**config.mk**
```make
export PLATFORM = sky130hd
export DESIGN_NAME = mac_irq_unit
export DESIGN_NICKNAME = d
export VERILOG_FILES = /design/src/rtl/mac_irq_pkg.sv /design/src/rtl/irq_event_latch.sv /design/src/rtl/irq_cause_pend.sv /design/src/rtl/tx_enable_reg.sv /design/src/rtl/mac_irq_unit.sv
export SDC_FILE = /design/constraint.sdc
export NUM_CORES = 1
export LEC_CHECK = 0
export ABC_AREA = 1
export BUFFER_PORTS_ARGS = -buffer_cell sky130_fd_sc_hd__buf_2
export CORE_MARGIN = 2
export CORE_UTILIZATION = 52
export DETAILED_ROUTE_END_ITERATION = 12
export HOLD_SLACK_MARGIN = 0.06
export PLACE_DENSITY = 0.88
export SETUP_SLACK_MARGIN = 0.4
export SLEW_MARGIN = 10
export SYNTH_ARGS = -nofsm -noshare
export SYNTH_HDL_FRONTEND = slang
export SYNTH_HIERARCHICAL = 1
export SYNTH_SLANG_ARGS = --single-unit
```
**constraint.sdc**
```tcl
create_clock -name clk -period 1.4 [get_ports clk]
set_input_delay 0.07 -clock clk [delete_from_list [all_inputs] [get_ports clk]]
set_output_delay 0.07 -clock clk [all_outputs]
set_load 0.05 [all_outputs]
```
**src/rtl/mac_irq_pkg.sv**
```systemverilog
package mac_irq_pkg;
    localparam int REG_W      = 8;
    localparam int ST_RX      = 0;
    localparam int ST_TXERR   = 1;
    localparam int ST_TXEMPTY = 2;
    localparam int ST_ALLOC   = 3;
    localparam int ST_RXOVRN  = 4;
    localparam int ST_PROTO   = 5;
    localparam int N_LATCHED  = 2;
    localparam int N_CAUSE    = 3;
    localparam int EN_BASE    = 5;
    localparam int TXC_EN_BIT = 0;
    localparam int LAT_TXEMPTY = 0;
    localparam int LAT_RXOVRN  = 1;
endpackage

```
**src/rtl/irq_event_latch.sv**
```systemverilog
module irq_event_latch #(
    parameter int N = 2
) (
    input  logic         clk,
    input  logic         rst_n,
    input  logic [N-1:0] ev_i,
    input  logic [N-1:0] clr_i,
    output logic [N-1:0] flag_o
);
    typedef struct packed {
        logic [N-1:0] flag;
    } lat_state_t;

    lat_state_t st_d, st_q;

    always_comb begin
        st_d = st_q;
        for (int i = 0; i < N; i++) begin
            if (ev_i[i]) begin
                st_d.flag[i] = 1'b1;
            end else if (clr_i[i]) begin
                st_d.flag[i] = 1'b0;
            end
        end
    end

    always_ff @(posedge clk or negedge rst_n) begin
        if (!rst_n) begin
            st_q <= '0;
        end else begin
            st_q <= st_d;
        end
    end

    assign flag_o = st_q.flag;

    for (genvar g = 0; g < N; g++) begin : g_chk

        event_sets_chk: assert property (@(posedge clk) disable iff (!rst_n)
            ev_i[g] |=> flag_o[g]);

        clear_drops_chk: assert property (@(posedge clk) disable iff (!rst_n)
            (clr_i[g] && !ev_i[g]) |=> !flag_o[g]);

        hold_chk: assert property (@(posedge clk) disable iff (!rst_n)
            (flag_o[g] && !clr_i[g]) |=> flag_o[g]);
    end
endmodule

```
**src/rtl/irq_cause_pend.sv**
```systemverilog
module irq_cause_pend #(
    parameter int N = 3
) (
    input  logic         clk,
    input  logic         rst_n,
    input  logic [N-1:0] ev_i,
    input  logic         cfg_wr_i,
    input  logic [N-1:0] cfg_wdata_i,
    output logic [N-1:0] en_o,
    output logic         src_o
);
    typedef struct packed {
        logic [N-1:0] en;
        logic [N-1:0] pend;
    } cause_state_t;

    cause_state_t st_d, st_q;

    always_comb begin
        st_d = st_q;
        if (cfg_wr_i) begin
            st_d.en = cfg_wdata_i;
        end
        for (int i = 0; i < N; i++) begin
            if (ev_i[i]) begin
                st_d.pend[i] = 1'b1;
            end else if (cfg_wr_i && !cfg_wdata_i[i]) begin
                st_d.pend[i] = 1'b0;
            end
        end
    end

    always_ff @(posedge clk or negedge rst_n) begin
        if (!rst_n) begin
            st_q <= '0;
        end else begin
            st_q <= st_d;
        end
    end

    assign en_o  = st_q.en;
    assign src_o = |(st_q.en & st_q.pend);

    for (genvar g = 0; g < N; g++) begin : g_chk

        enabled_event_chk: assert property (@(posedge clk) disable iff (!rst_n)
            (ev_i[g] && (cfg_wr_i ? cfg_wdata_i[g] : en_o[g])) |=> src_o);

        disable_clears_chk: assert property (@(posedge clk) disable iff (!rst_n)
            (cfg_wr_i && !cfg_wdata_i[g] && !ev_i[g]) |=> !st_q.pend[g]);
    end
endmodule

```
**src/rtl/tx_enable_reg.sv**
```systemverilog
module tx_enable_reg (
    input  logic clk,
    input  logic rst_n,
    input  logic wr_i,
    input  logic wbit_i,
    input  logic fail_i,
    output logic en_o
);
    typedef struct packed {
        logic en;
    } txc_state_t;

    txc_state_t st_d, st_q;

    always_comb begin
        st_d = st_q;
        if (wr_i) begin
            st_d.en = wbit_i;
        end
        if (fail_i) begin
            st_d.en = 1'b0;
        end
    end

    always_ff @(posedge clk or negedge rst_n) begin
        if (!rst_n) begin
            st_q <= '0;
        end else begin
            st_q <= st_d;
        end
    end

    assign en_o = st_q.en;


    fail_disables_chk: assert property (@(posedge clk) disable iff (!rst_n)
        fail_i |=> !en_o);

    no_self_enable_chk: assert property (@(posedge clk) disable iff (!rst_n)
        (!en_o && !(wr_i && wbit_i)) |=> !en_o);
endmodule

```
**src/rtl/mac_irq_unit.sv**
```systemverilog
module mac_irq_unit
    import mac_irq_pkg::*;
#(
    parameter int ADDR_W     = 2,
    parameter int OFS_STATUS = 0,
    parameter int OFS_CTRL   = 2,
    parameter int OFS_TXC    = 3
) (
    input  logic              clk,
    input  logic              rst_n,
    input  logic [ADDR_W-1:0] reg_addr,
    input  logic              reg_wr,
    input  logic [REG_W-1:0]  reg_wdata,
    output logic [REG_W-1:0]  reg_rdata,
    input  logic              rx_lvl_i,
    input  logic              txerr_lvl_i,
    input  logic              alloc_lvl_i,
    input  logic              txempty_ev_i,
    input  logic              rxovrn_ev_i,
    input  logic              txfail_ev_i,
    input  logic              cnt_roll_ev_i,
    input  logic              link_err_ev_i,
    output logic              tx_en_o,
    output logic              irq_o
);
    localparam int OFS_MASK = OFS_STATUS + 1;

    typedef struct packed {
        logic [REG_W-1:0] mask;
    } top_state_t;

    top_state_t st_d, st_q;

    logic sel_status, sel_mask, sel_ctrl, sel_txc;
    logic [N_LATCHED-1:0] lat_ev, lat_clr, lat_flag;
    logic [N_CAUSE-1:0]   cause_ev, cause_en;
    logic                 proto_src;
    logic [REG_W-1:0]     status;

    assign sel_status = (reg_addr == ADDR_W'(OFS_STATUS));
    assign sel_mask   = (reg_addr == ADDR_W'(OFS_MASK));
    assign sel_ctrl   = (reg_addr == ADDR_W'(OFS_CTRL));
    assign sel_txc    = (reg_addr == ADDR_W'(OFS_TXC));

    assign lat_ev[LAT_TXEMPTY]  = txempty_ev_i;
    assign lat_ev[LAT_RXOVRN]   = rxovrn_ev_i;
    assign lat_clr[LAT_TXEMPTY] = reg_wr && sel_status && reg_wdata[ST_TXEMPTY];
    assign lat_clr[LAT_RXOVRN]  = reg_wr && sel_status && reg_wdata[ST_RXOVRN];

    irq_event_latch #(.N(N_LATCHED)) u_latch (
        .clk    (clk),
        .rst_n  (rst_n),
        .ev_i   (lat_ev),
        .clr_i  (lat_clr),
        .flag_o (lat_flag)
    );

    assign cause_ev = {link_err_ev_i, cnt_roll_ev_i, txfail_ev_i};

    irq_cause_pend #(.N(N_CAUSE)) u_cause (
        .clk         (clk),
        .rst_n       (rst_n),
        .ev_i        (cause_ev),
        .cfg_wr_i    (reg_wr && sel_ctrl),
        .cfg_wdata_i (reg_wdata[EN_BASE +: N_CAUSE]),
        .en_o        (cause_en),
        .src_o       (proto_src)
    );

    tx_enable_reg u_txc (
        .clk    (clk),
        .rst_n  (rst_n),
        .wr_i   (reg_wr && sel_txc),
        .wbit_i (reg_wdata[TXC_EN_BIT]),
        .fail_i (txfail_ev_i),
        .en_o   (tx_en_o)
    );

    always_comb begin
        status             = '0;
        status[ST_RX]      = rx_lvl_i;
        status[ST_TXERR]   = txerr_lvl_i;
        status[ST_TXEMPTY] = lat_flag[LAT_TXEMPTY];
        status[ST_ALLOC]   = alloc_lvl_i;
        status[ST_RXOVRN]  = lat_flag[LAT_RXOVRN];
        status[ST_PROTO]   = proto_src;
    end

    always_comb begin
        st_d = st_q;
        if (reg_wr && sel_mask) begin
            st_d.mask = reg_wdata;
        end
    end

    always_ff @(posedge clk or negedge rst_n) begin
        if (!rst_n) begin
            st_q <= '0;
        end else begin
            st_q <= st_d;
        end
    end

    always_comb begin
        reg_rdata = '0;
        if (sel_status) begin
            reg_rdata = status;
        end else if (sel_mask) begin
            reg_rdata = st_q.mask;
        end else if (sel_ctrl) begin
            reg_rdata[EN_BASE +: N_CAUSE] = cause_en;
        end else if (sel_txc) begin
            reg_rdata[TXC_EN_BIT] = tx_en_o;
        end
    end

    assign irq_o = |(status & st_q.mask);


    masked_quiet_chk: assert property (@(posedge clk) disable iff (!rst_n)
        (st_q.mask == '0) |-> !irq_o);

    mask_write_chk: assert property (@(posedge clk) disable iff (!rst_n)
        (reg_wr && sel_mask) |=> (st_q.mask == $past(reg_wdata)));

    reset_mask_chk: assert property (@(posedge clk)
        !rst_n |-> (st_q.mask == '0));
endmodule

```
Word-level counts from Yosys, hierarchy flattened
Index checks and enable logic that the tools add are counted.
- register bits after elaboration: 17
- input port bits: 21
- equality and inequality tests: 3
- mux-type cells: 19
- bitwise logic cells: 2
- reduce and logical (&&, ||, !) cells: 21
- operators with widths (kind ; count):
    two-way mux 1 bit ; 15
    nonzero test 2 bit ; 6
    logical AND 1 bit ; 9
    AND 6 x 8 -> 8 bit ; 1
    two-way mux 8 bit ; 1
    OR reduction 8 bit ; 1
    two-way mux 3 bit ; 2
    equality test 2 bit, second input constant ; 2
    two-way mux 4 bit ; 1
    AND 3 bit ; 1
    zero test 1 bit ; 3
    OR reduction 3 bit ; 1
    equality test 2 x 1 -> 1 bit, second input constant ; 1
    zero test 2 bit ; 1

Depth between registers and ports, before layout
- word-level depth: 5
- gate-level depth with buffers: 7
- gate-level depth less buffers: 6

Cells and area by module
Netlist, hierarchy kept.
- by module, submodules not included (module ; instances ; cells each ; area an instance (µm²) ; seq. area each (µm²)):
    mac_irq_unit ; 1 ; 82 ; 519.2 ; 200.2
    irq_cause_pend ; 1 ; 35 ; 301.5 ; 150.1
    irq_event_latch ; 1 ; 10 ; 80.1 ; 50.0
    tx_enable_reg ; 1 ; 6 ; 45.0 ; 25.0

Worst setup path before layout
OpenSTA, ideal clock, no wires.
- path kind: register -> output
- start: register u_txc.st_q, in the netlist u_txc/en_o
- end: output reg_rdata[0]
- data arrival time: 1.135 ns
- data required time: 1.330 ns
- path slack: 0.195 ns
- stages on the path, launching flop included: 3
- path through: dfrtp_1 -> nand3_1 -> nand3_1
- cells in the longest elaborated chain, start to end: 4
- ends and longest elaborated chain (what ; line ; text):
    start, declared ; tx_enable_reg.sv:13 ; txc_state_t st_d, st_q;
    start signal, assigned ; tx_enable_reg.sv:29 ; st_q <= st_d;
    two-way mux 1 bit ; mac_irq_unit.sv:112 ; end else if (sel_txc) begin
    two-way mux 1 bit ; mac_irq_unit.sv:110 ; end else if (sel_ctrl) begin
    two-way mux 1 bit ; mac_irq_unit.sv:108 ; end else if (sel_mask) begin
    two-way mux 8 bit ; mac_irq_unit.sv:106 ; if (sel_status) begin
    end, declared ; mac_irq_unit.sv:14 ; output logic [REG_W-1:0] reg_rdata,
No other way between the ends.

Worst setup path in the final report
- start: register u_cause.st_q, in the netlist u_cause/en_o[0]
- end: output irq_o
- cells in the longest elaborated chain, start to end: 4
- ends and longest elaborated chain (what ; line ; text):
    start, declared ; irq_cause_pend.sv:17 ; cause_state_t st_d, st_q;
    start signal, assigned ; irq_cause_pend.sv:37 ; st_q <= st_d;
    AND 3 bit ; irq_cause_pend.sv:42 ; assign src_o = |(st_q.en & st_q.pend);
    OR reduction 3 bit ; irq_cause_pend.sv:42 ;
    via proto_src ; mac_irq_unit.sv:37 ; logic proto_src;
    AND 6 x 8 -> 8 bit ; mac_irq_unit.sv:117 ; assign irq_o = |(status & st_q.mask);
    OR reduction 8 bit ; mac_irq_unit.sv:117 ;
    end, declared ; mac_irq_unit.sv:24 ; output logic irq_o
The timed path passes the listed nets, and every way through them passes these cells.

==> impl_results.md <==
- Via count of the first global-routing pass: about 920
- Minimum setup slack after placement: between 200 and 250 ps
- Worst clock skew: 0 ps
- Max-slew violation total from the final report: 0
- Switching Fraction: 0.376
- Die Y-Extent: 46.7 um
- Time the final worst path needs with I/O delays and setup: between 1000 and 1500 ps
- Final worst hold slack: about 160 ps
- Area of the die: approximately 2200 sq um
- Clock Path Buffers: 2
- Maximum frequency from static timing analysis: approximately 0.69 GHz
- Number of hold violations in the final report: 0
- Kind of end point of the critical path: output pin
- Type of the worst setup path: flip-flop to output pin
- Number of iterations in the first detailed-routing pass: 4
- Final antenna diode count: 0
- Startpoint of the worst hold path: reg_wr
- Arrival time at the worst endpoint: approximately 1400 ps
- Remaining design rule violation count: 0
- Cell Pwr Density: between 900 and 1000 nW/um^2
- Final setup violation count: 1
- Outcome: finished, violations left
- Clock Pin Slew Worst Setup and Hold Paths: around 100 ps
- Vias after detailed routing: 1,145
- Cell types with the highest counts after synthesis: nand2_1, nand3_1, dfrtp_1
- Total core area: around 1700 sq um
- Total standard cell area after synthesis: approximately 950 sq um
- Synth Warn #: 6
- Cell row count: 15
- Element type at the critical path start: flip-flop
- Async SR Flop Fraction: 1.00
- Number of antenna violations at the first check in global routing: 0
- Largest fanout of any net on the critical path: 2
- Final WS setup: -45.2 ps
- Setup repair after global routing missed its margin: yes
- Number of cells traversed by the worst register-to-register path: 4
- Number of sinks on the clock net: 17
- Cells on Worst Hold Path: 5
- Estimated wirelength of the detail-placed design: 1540 um
- Headroom to the max-slew limit: 0.738
- Routed wire length: between 3000 and 4000 um
- Average via count per standard cell: ~5.4
- Worst hold path type: input pin to flip-flop
- Overall die width: about 47 um
- Remaining antenna violation count: 0
- Total GRT Usage: 0.257
- Setup slack, reg-to-reg: between 500 and 600 ps
- DRT iter0 DRCs: 57
- Global-route wire length before repair: about 3900 um
- Post-Syn Instances: between 100 and 150
- Initial core utilization: 0.548
- Area share of the largest cell type after synthesis: 0.450
- Deepest level of the CTS H-tree: 1
- FF-to-FF End: u_cause/en_o[0]
- Final weighted congestion in routability-driven placement: around 0.8
- Transition time at the pin with the least slew margin: ~390 ps
- Post-synthesis sequential area ratio: 0.450
- Net total in the final layout: 210
- Synthesis-to-layout area growth: 57.8%
- Most common flop cell mapped by yosys: dfrtp_1
- Synthesized netlist net count: roughly 150
- Share of layout cells above drive strength 1: 0.367
- Number of port buffers: 30
- Library cell used as clock root buffer: clkbuf_4
- P_int: approximately 0.90 mW
- TritonCTS clock tree: yes
- Final critical-path share of the clock period: 1.03
- Launching point of the worst reg2reg path: u_cause/en_o[0]
- Clock network fraction of total power: 0.193
- Maximum number of pins on one net before global-route repair: 18
- Total I/O pin count: 31
- Required time of the worst setup path: ~1300 ps
- Reg power frac: 0.414
- Capturing instance or port of the critical path: irq_o
- Yosys top cell by area: dfrtp_1
- Post-synthesis sequential element count: 17
- Leakage power total: about 0.82 nW
- Switching power summed over all nets: between 0.5 and 0.6 mW
- Synthesized area per cell: 7.11 sq um
- Number of buffers inserted during clock tree synthesis: 3
- Library cell with the highest instance count after synthesis: nand2_1
- Clock insertion delay at the later pin of the skew report: 300 ps
- Leading post-synthesis cells by cell area: dfrtp_1, nand2_1, nand3_1
- Crit path launch: u_cause/en_o[0]
- Average wire length per cell after detail routing: between 10 and 15 um
- Count of flip-flops with a built-in enable after synthesis: 0
- GR Overflow Total: 0
- Peak ir drop on the vdd network: ~0.00069 V
- Failing checks: negative setup slack
- Maximum capacitance violations: 0
- Distinct cells, synth: 14
- Logic pwr share: 0.393
critical path, cell delays in order (launching register included):
cell     delay (ps)
dfrtp_1         400
nand2_1          90
nand3_2          90
nand2_1          60
nand2_1          60
nor2_1          140
nand2_2          80
buf_8           150
registers in the layout (all words and copies together), names as in the netlist:
register	cells
st_q	8
u_cause/en_o	3
u_cause/st_q	3
u_latch/flag_o	2
u_txc/en_o	1
timing repair:
action	CTS	global route
setup endpoints to repair	10	10
setup buffers	7	3
endpoints found under the hold margin	34	0
pin swaps	9	10
hold buffers	15	0
resized for setup	24	15
per-stage QoR:
step / cell area (sq um) / setup TNS (ps) / utilization / power (mW) / instances
after floorplan: 960 / 0 / - / 0.875 / 133
after global placement: 1110 / 0 / 0.643 / 0.949 / 184
after detailed placement: 1110 / 0 / 0.643 / 0.963 / 184
after CTS: 1420 / 0 / 0.821 / 1.34 / 210
after global routing: 1490 / -121 / 0.864 / 1.50 / 213
final: 1490 / -45.2 / 0.864 / 1.44 / 213
power groups by stage:
| stage | clock network, mW | registers (mW) | logic (mW) |
|---|---|---|---|
| global placement | 0 | 0.598 | 0.352 |
| floorplan | 0 | 0.595 | 0.280 |
| finish | 0.278 | 0.597 | 0.567 |
| detailed placement | 0 | 0.601 | 0.362 |
| global route | 0.298 | 0.600 | 0.602 |
| CTS | 0.272 | 0.585 | 0.486 |
layout by cell type, fill, tap and decap left out:
master          n
a21oi_2         3
nor2_2          4
buf_8           5
dfrtp_2         1
nor2_4          1
nand2_1        55
nor3_1          2
nand3_1        12
nand2_2         7
buf_2          20
inv_1          14
dlygate4sd3_1  15
inv_2           1
clkbuf_1        1
clkbuf_4        3
buf_6           7
buf_4          10
nand3_2         7
dfrtp_1        16
and3_1          2
nor2_1          2
logic make-up after synthesis:
| family | count (synthesis) | synth area share |
|---|---|---|
| compound gates | 3 | 0.0278 |
| buf+inv | 21 | 0.108 |
| flops | 17 | 0.450 |
| simple gates | 92 | 0.414 |
per-layer routing:
metal,vias to the layer above,share of wire,track usage
li1,521,-,-
met1,530,0.37,0.313
met2,73,0.51,0.444
met3,21,0.067,0.0353
met4,0,0.057,0.117
met5,-,0,0
worst min path at each step:
| stage | endpoint | slack, ps |
|---|---|---|
| 2_1_floorplan | st_q[0] | -230 |
| 3_3_place_gp | u_cause/st_q[0] | 6 |
| 3_5_place_dp | u_cause/st_q[0] | 10 |
| 4_1_cts | u_txc/en_o | 160 |
| 5_1_grt | u_txc/en_o | 190 |
| 6_report | u_txc/en_o | 160 |
cell type report:
type	instances	area (sq um)
flip-flops and latches	17	427
fillers	97	234
multi-input cells	95	473
inverters	15	56.3
repair buffers	57	479
well taps	25	31.3
clock buffers	4	26.3
(Power assumes the default switching activity.)
